$ cat config.mk
export PLATFORM = sky130hd
export DESIGN_NAME = pfx_adder
export DESIGN_NICKNAME = d
export VERILOG_FILES = /design/src/rtl/pfx_pkg.sv /design/src/rtl/pfx_col_gp.sv /design/src/rtl/pfx_black_cell.sv /design/src/rtl/pfx_gray_cell.sv /design/src/rtl/pfx_tree.sv /design/src/rtl/pfx_adder.sv
export SDC_FILE = /design/constraint.sdc
export NUM_CORES = 1
export LEC_CHECK = 0
export BUFFER_PORTS_ARGS = -buffer_cell sky130_fd_sc_hd__buf_2
export CORE_UTILIZATION = 45
export DETAILED_ROUTE_END_ITERATION = 10
export PLACE_DENSITY = 0.8
export SYNTH_ARGS = -nofsm -noshare
export SYNTH_HDL_FRONTEND = slang
export SYNTH_HIERARCHICAL = 1
export SYNTH_SLANG_ARGS = --single-unit
$ cat constraint.sdc
create_clock -name vclk -period 3.1
set_input_delay 0.155 -clock vclk [all_inputs]
set_output_delay 0.155 -clock vclk [all_outputs]
set_load 0.05 [all_outputs]
$ cat src/rtl/pfx_pkg.sv
package pfx_pkg;
  // number of span-doubling levels needed to cover n nodes
  function automatic int levels_for(int n);
    return (n <= 1) ? 1 : $clog2(n);
  endfunction
endpackage

$ cat src/rtl/pfx_col_gp.sv
module pfx_col_gp #(
  parameter int WIDTH = 16
) (
  input  logic [WIDTH-1:0] a_i,
  input  logic [WIDTH-1:0] b_i,
  output logic [WIDTH-1:0] g_o,
  output logic [WIDTH-1:0] p_o,
  output logic [WIDTH-1:0] x_o
);
  for (genvar i = 0; i < WIDTH; i++) begin : g_col
    assign g_o[i] = a_i[i] & b_i[i];
    assign p_o[i] = a_i[i] | b_i[i];
    assign x_o[i] = a_i[i] ^ b_i[i];
  end
endmodule

$ cat src/rtl/pfx_black_cell.sv
module pfx_black_cell (
  input  logic hi_g_i,
  input  logic hi_p_i,
  input  logic lo_g_i,
  input  logic lo_p_i,
  output logic g_o,
  output logic p_o
);
  assign g_o = hi_g_i | (hi_p_i & lo_g_i);
  assign p_o = hi_p_i & lo_p_i;
endmodule

$ cat src/rtl/pfx_gray_cell.sv
module pfx_gray_cell (
  input  logic hi_g_i,
  input  logic hi_p_i,
  input  logic lo_g_i,
  output logic g_o
);
  // lower half already ends at the carry-in column: only generate is needed
  assign g_o = hi_g_i | (hi_p_i & lo_g_i);
endmodule

$ cat src/rtl/pfx_tree.sv
module pfx_tree
  import pfx_pkg::*;
#(
  parameter int N = 16
) (
  input  logic [N-1:0] g_i,      // node 0 is the carry-in column
  input  logic [N-1:1] p_i,      // node 0 never propagates
  output logic [N-1:0] grp_g_o   // group generate of node k down to node 0
);
  localparam int LEVELS = levels_for(N);

  for (genvar lv = 0; lv < LEVELS; lv++) begin : g_lvl
    localparam int D = 1 << lv;
    logic [N-1:0] g_in;
    logic [N-1:0] g_l;
    logic [N-1:D] p_in;

    if (lv == 0) begin : g_src
      assign g_in = g_i;
      assign p_in = p_i;
    end else begin : g_src
      assign g_in = g_lvl[lv-1].g_l;
      assign p_in = g_lvl[lv-1].g_pblk.p_l;
    end

    for (genvar k = 0; k < N && k < 2*D; k++) begin : g_node
      if (k < D) begin : g_pass
        assign g_l[k] = g_in[k];
      end else begin : g_gray
        pfx_gray_cell u_cell (
          .hi_g_i(g_in[k]),
          .hi_p_i(p_in[k]),
          .lo_g_i(g_in[k-D]),
          .g_o   (g_l[k])
        );
      end
    end

    if (2*D < N) begin : g_pblk
      logic [N-1:2*D] p_l;
      for (genvar k = 2*D; k < N; k++) begin : g_node
        pfx_black_cell u_cell (
          .hi_g_i(g_in[k]),
          .hi_p_i(p_in[k]),
          .lo_g_i(g_in[k-D]),
          .lo_p_i(p_in[k-D]),
          .g_o   (g_l[k]),
          .p_o   (p_l[k])
        );
      end
    end
  end

  assign grp_g_o = g_lvl[LEVELS-1].g_l;
endmodule

$ cat src/rtl/pfx_adder.sv
module pfx_adder #(
  parameter int WIDTH = 16
) (
  input  logic [WIDTH-1:0] a_i,
  input  logic [WIDTH-1:0] b_i,
  input  logic             cin_i,
  output logic [WIDTH-1:0] sum_o,
  output logic             cout_o
);
  logic [WIDTH-1:0] col_g;
  logic [WIDTH-1:0] col_p;
  logic [WIDTH-1:0] col_x;
  logic [WIDTH-1:0] leaf_g;
  logic [WIDTH-1:1] leaf_p;
  logic [WIDTH-1:0] carry;

  pfx_col_gp #(.WIDTH(WIDTH)) u_col (
    .a_i(a_i),
    .b_i(b_i),
    .g_o(col_g),
    .p_o(col_p),
    .x_o(col_x)
  );

  // node k holds column k-1; node 0 is the carry-in column
  assign leaf_g = {col_g[WIDTH-2:0], cin_i};
  assign leaf_p = col_p[WIDTH-2:0];

  pfx_tree #(.N(WIDTH)) u_tree (
    .g_i    (leaf_g),
    .p_i    (leaf_p),
    .grp_g_o(carry)
  );

  assign sum_o = col_x ^ carry;

  pfx_gray_cell u_cout (
    .hi_g_i(col_g[WIDTH-1]),
    .hi_p_i(col_p[WIDTH-1]),
    .lo_g_i(carry[WIDTH-1]),
    .g_o   (cout_o)
  );
endmodule

======== After elaboration in Yosys (flattened, before gate mapping) ========
Cells that the tools add are included.
word-level totals
  output and inout bits ................... 17
  register bits after elaboration ......... 0
  bits of input ports ..................... 33
  word-level logic and storage cells ...... 183
operators by class
  bitwise gates (word level) .............. 183
operators by type and width
  operator            number
  bitwise AND 1 bit   100
  OR 1 bit            66
  bitwise XOR 1 bit   16
  bitwise XOR 16 bit  1

======== Logic depth before layout (Yosys ltp) ========
  depth after elaboration ................. 11
  depth in mapped cells ................... 8
  gate-level depth less buffers ........... 8

======== Cells and area by module ========
Netlist, hierarchy kept.
by module, submodules not included
  module          instances  sequential area each (um^2)  cells each  area an instance (um^2)
  pfx_col_gp      1          0.0                          80          580.6
  pfx_black_cell  34         0.0                          2           15.0
  pfx_adder       1          0.0                          16          140.1
  pfx_gray_cell   16         0.0                          1           7.5
  pfx_tree        1          0.0                          8           60.1

======== Worst setup path before layout ========
No wires, ideal clock.
  kind .................................... input-to-output
  from .................................... in a_i[7]
  to ...................................... out sum_o[15]
  required time ........................... 2.945 ns
  stages .................................. 8
  path slack .............................. 1.069 ns
  data arrival time ....................... 1.876 ns
  path buffers ............................ 0
  cell sequence ........................... inv_1 > ha_1 > inv_1 > and2_2 > and2_2 > and2_2 > a21o_1 > xor2_1
between the ends
  elaborated cells on any way between the ends .. 14
  those cells by class .................... 14 x bitwise
RTL lines
  what                                           RTL line              RTL
  from (decl)                                    pfx_adder.sv:4        input logic [WIDTH-1:0] a_i,
  OR 1 bit                                       pfx_col_gp.sv:12      assign p_o[i] = a_i[i] | b_i[i];
  named net col_p[7]                             pfx_adder.sv:11       logic [WIDTH-1:0] col_p;
  bitwise AND 1 bit                              pfx_black_cell.sv:10  assign p_o = hi_p_i & lo_p_i;
  named net u_tree.g_lvl[0].g_pblk.p_l, one bit  pfx_tree.sv:40        logic [N-1:2*D] p_l;
  bitwise AND 1 bit                              pfx_black_cell.sv:10
  named net u_tree.g_lvl[1].g_pblk.p_l, one bit  pfx_tree.sv:40
  bitwise AND 1 bit                              pfx_black_cell.sv:10
  named net u_tree.g_lvl[2].g_pblk.p_l, one bit  pfx_tree.sv:40
  bitwise AND 1 bit                              pfx_gray_cell.sv:8    assign g_o = hi_g_i | (hi_p_i & lo_g_i);
  OR 1 bit                                       pfx_gray_cell.sv:8
  named net carry[15]                            pfx_adder.sv:15       logic [WIDTH-1:0] carry;
  bitwise XOR 16 bit                             pfx_adder.sv:35       assign sum_o = col_x ^ carry;
  to (decl)                                      pfx_adder.sv:7        output logic [WIDTH-1:0] sum_o,
The timed path passes the listed nets, and every way through them passes these cells.

======== Worst setup path after layout ========
  from .................................... in a_i[0]
  to ...................................... out sum_o[15]
between the ends
  longest elaborated chain between the ends .. 10
  elaborated cells on any way between the ends .. 11
  those cells by class .................... 11 x bitwise
RTL lines
  what                 RTL line
  OR 1 bit             pfx_col_gp.sv:12
  named net col_p[0]   pfx_adder.sv:11
  bitwise AND 1 bit    pfx_gray_cell.sv:8
  OR 1 bit             pfx_gray_cell.sv:8
  named net carry[1]   pfx_adder.sv:15
  bitwise AND 1 bit    pfx_gray_cell.sv:8
  OR 1 bit             pfx_gray_cell.sv:8
  named net carry[3]   pfx_adder.sv:15
  bitwise AND 1 bit    pfx_gray_cell.sv:8
  OR 1 bit             pfx_gray_cell.sv:8
  named net carry[7]   pfx_adder.sv:15
  bitwise AND 1 bit    pfx_gray_cell.sv:8
  OR 1 bit             pfx_gray_cell.sv:8
  named net carry[15]  pfx_adder.sv:15
  bitwise XOR 16 bit   pfx_adder.sv:35
The timed path passes the listed nets, and every way through them passes these cells.

==> results_dict.tcl <==
set metrics [dict create \
    status "complete, but fails checks" \
    violations "DRC" \
    hold_viol 0 \
    sw_frac_of_total_pct 66.4 \
    crit_chain "buf_2, inv_1, ha_1, inv_1, a21o_1, a21o_1, a21o_1, a21o_1, xor2_1, buf_2" \
    floorplan.initialDensity_pct 49.5 \
    synth_cell_types 6 \
    final_cell_mix "buf_2, a21o_1, inv_1" \
    startpoint_type "input pin" \
    via_count 1231 \
    synthSimpleGateAreaFrac_pct 18.1 \
    antenna_found_initial 0 \
    finalNetCount 297 \
    synth_fa_ha_area_share_pct 28.4 \
    cts_hold_buf 0 \
    grt_pass1_wl_mm 4.68 \
    synthesis.area_um2 1410 \
    syn_inst 188 \
    tns_ps 0 \
    hp-class "input pin to output port" \
    cp-startpoint "a_i[0]" \
    p_switching_mw 0.298 \
    hpwl_mm 2.50 \
    power_per_cell_area_nw_per_um2 274 \
    worst_pin_slew_ps 255 \
    end_kind "output port" \
    first_pass_iters 7 \
    grt_usage_pct 17.0 \
    seq_cells 0 \
    num-fill-cells 290 \
    cellInternalPower_mw 0.151 \
    drc 3 \
    ctsResizeCount 0 \
    cp-endpoint "sum_o[15]" \
    maxCapViolations 0 \
    synth.net_count 253 \
    regArea_um2 0 \
    grt_overflow 0 \
    yosysSeqAreaShare_pct 0 \
    die_area_um2 3360 \
    routabilityCongestion 0.832 \
    p_total_mw 0.449 \
    die_x_um 58.0 \
    via_per_inst 4.72 \
    synth_top_family_by_area "adder cells" \
    max_stage_delay_ps 280 \
    rows 19 \
    pre_cts_slack_ps 1200 \
    syn_area_per_cell_um2 7.51 \
    ys_warn_count 6 \
    max_slew_margin_pct 83.1 \
    slew_violations 0 \
    required_ps 2940 \
    grt_max_degree 6 \
    cp_data_arrival_time_ps 1740 \
    muxShareOfSynthArea_pct 0 \
    drt-total-wl_mm 2.63 \
    synth_compound_area_share_pct 26.6 \
    whs_ps 711 \
    peakVddDrop_uv 165 \
    drive_gt1_share_pct 36.5 \
    drtIter0Drc 13 \
    setup_viol 0 \
    syn_to_final_growth_pct 16.2 \
    io_pins 50 \
    grt_pass1_vias 1210 \
    num_antenna_cells 0 \
    crit_path_frequent_cell "a21o_1" \
    nClkBuffers 0 \
    path_class "input pin to output port" \
    p_leak_nw 1.17 \
    synth_xor_xnor_area_share_pct 9.93 \
    die_y_um 58.0 \
    wl_per_cell_um 10.1 \
    slowest_stage "buf_2" \
    port-buffer-count 50 \
    power_frac_clock_pct 0 \
    setup_slack_ps 1200 \
    core_area_um2 2850 \
    min_period_ps 1900 \
    combPwrFrac_pct 100.0 \
    crit_fanout 4 \
    post-route-period-util_pct 61.3 \
    drt.antenna.violating_nets 0 \
    cts_setup_buffers 0 \
    max_clock_freq_mhz 527 \
    seq_power_share_pct 0 \
    grt_setup_unrepaired "no" \
]
synthesized netlist by cell type (all sizes together):
library cell | number | area (um2)
a21o | 50 | 375
and2 | 34 | 255
buf | 8 | 60.1
ha | 32 | 400
inv | 48 | 180
xor2 | 16 | 140
per-stage QoR:
stage	instance area [um2]	std cells	util, %
finish	1640	261	57.5
global route	1640	261	57.5
CTS	1640	261	57.5
detailed placement	1640	261	57.5
global placement	1640	261	57.5
floorplan	1410	188	-
worst max-delay path, delay by kind of cell:
kind	cells	cell delay [ps]
xor+xnor	1	150
buf+inv	4	480
fa+ha+maj	1	140
compound gates	4	820
worst min path at each step:
stage                     endpoint  start  slack, ps  cells after the start
after floorplan           sum_o[0]  cin_i        670                      2
after global placement    sum_o[0]  cin_i        710                      3
after detailed placement  sum_o[0]  cin_i        710                      3
after CTS                 sum_o[0]  cin_i        720                      3
after global routing      sum_o[0]  cin_i        740                      3
final                     sum_o[0]  cin_i        710                      3
area by class of cell:
cell class                 instances  area [um2]  area share, %
timing repair buffer              50         250           15.3
multi-input combinational        132        1170           71.4
tap                               31        38.8           2.36
inverter                          48         180           11.0
kinds of logic (layout without fill, tap and decap cells):
group                      after synthesis  count (layout)
AOI/OAI and AO/OA                       50              50
buffers and inverters                   56              98
and+or+nand+nor                         34              34
xor gates and xnor gates                16              16
adders and majority gates               32              32
power groups by stage:
stage	combinational, mW	sequential (mW)	clock, mW
6_report	0.449	0	0
5_1_grt	0.485	0	0
4_1_cts	0.453	0	0
3_5_place_dp	0.452	0	0
3_3_place_gp	0.447	0	0
2_1_floorplan	0.365	0	0
routing by layer:
| layer | up-vias | GRT usage [%] | share of wire [%] |
|---|---|---|---|
| met2 | 31 | 35.0 | 49 |
| li1 | 662 | - | - |
| met3 | 0 | 0.446 | 4.5 |
| met5 | - | 0 | 0 |
| met1 | 538 | 20.4 | 46 |
| met4 | 0 | 0 | 0 |
(Power assumes the default switching activity.)
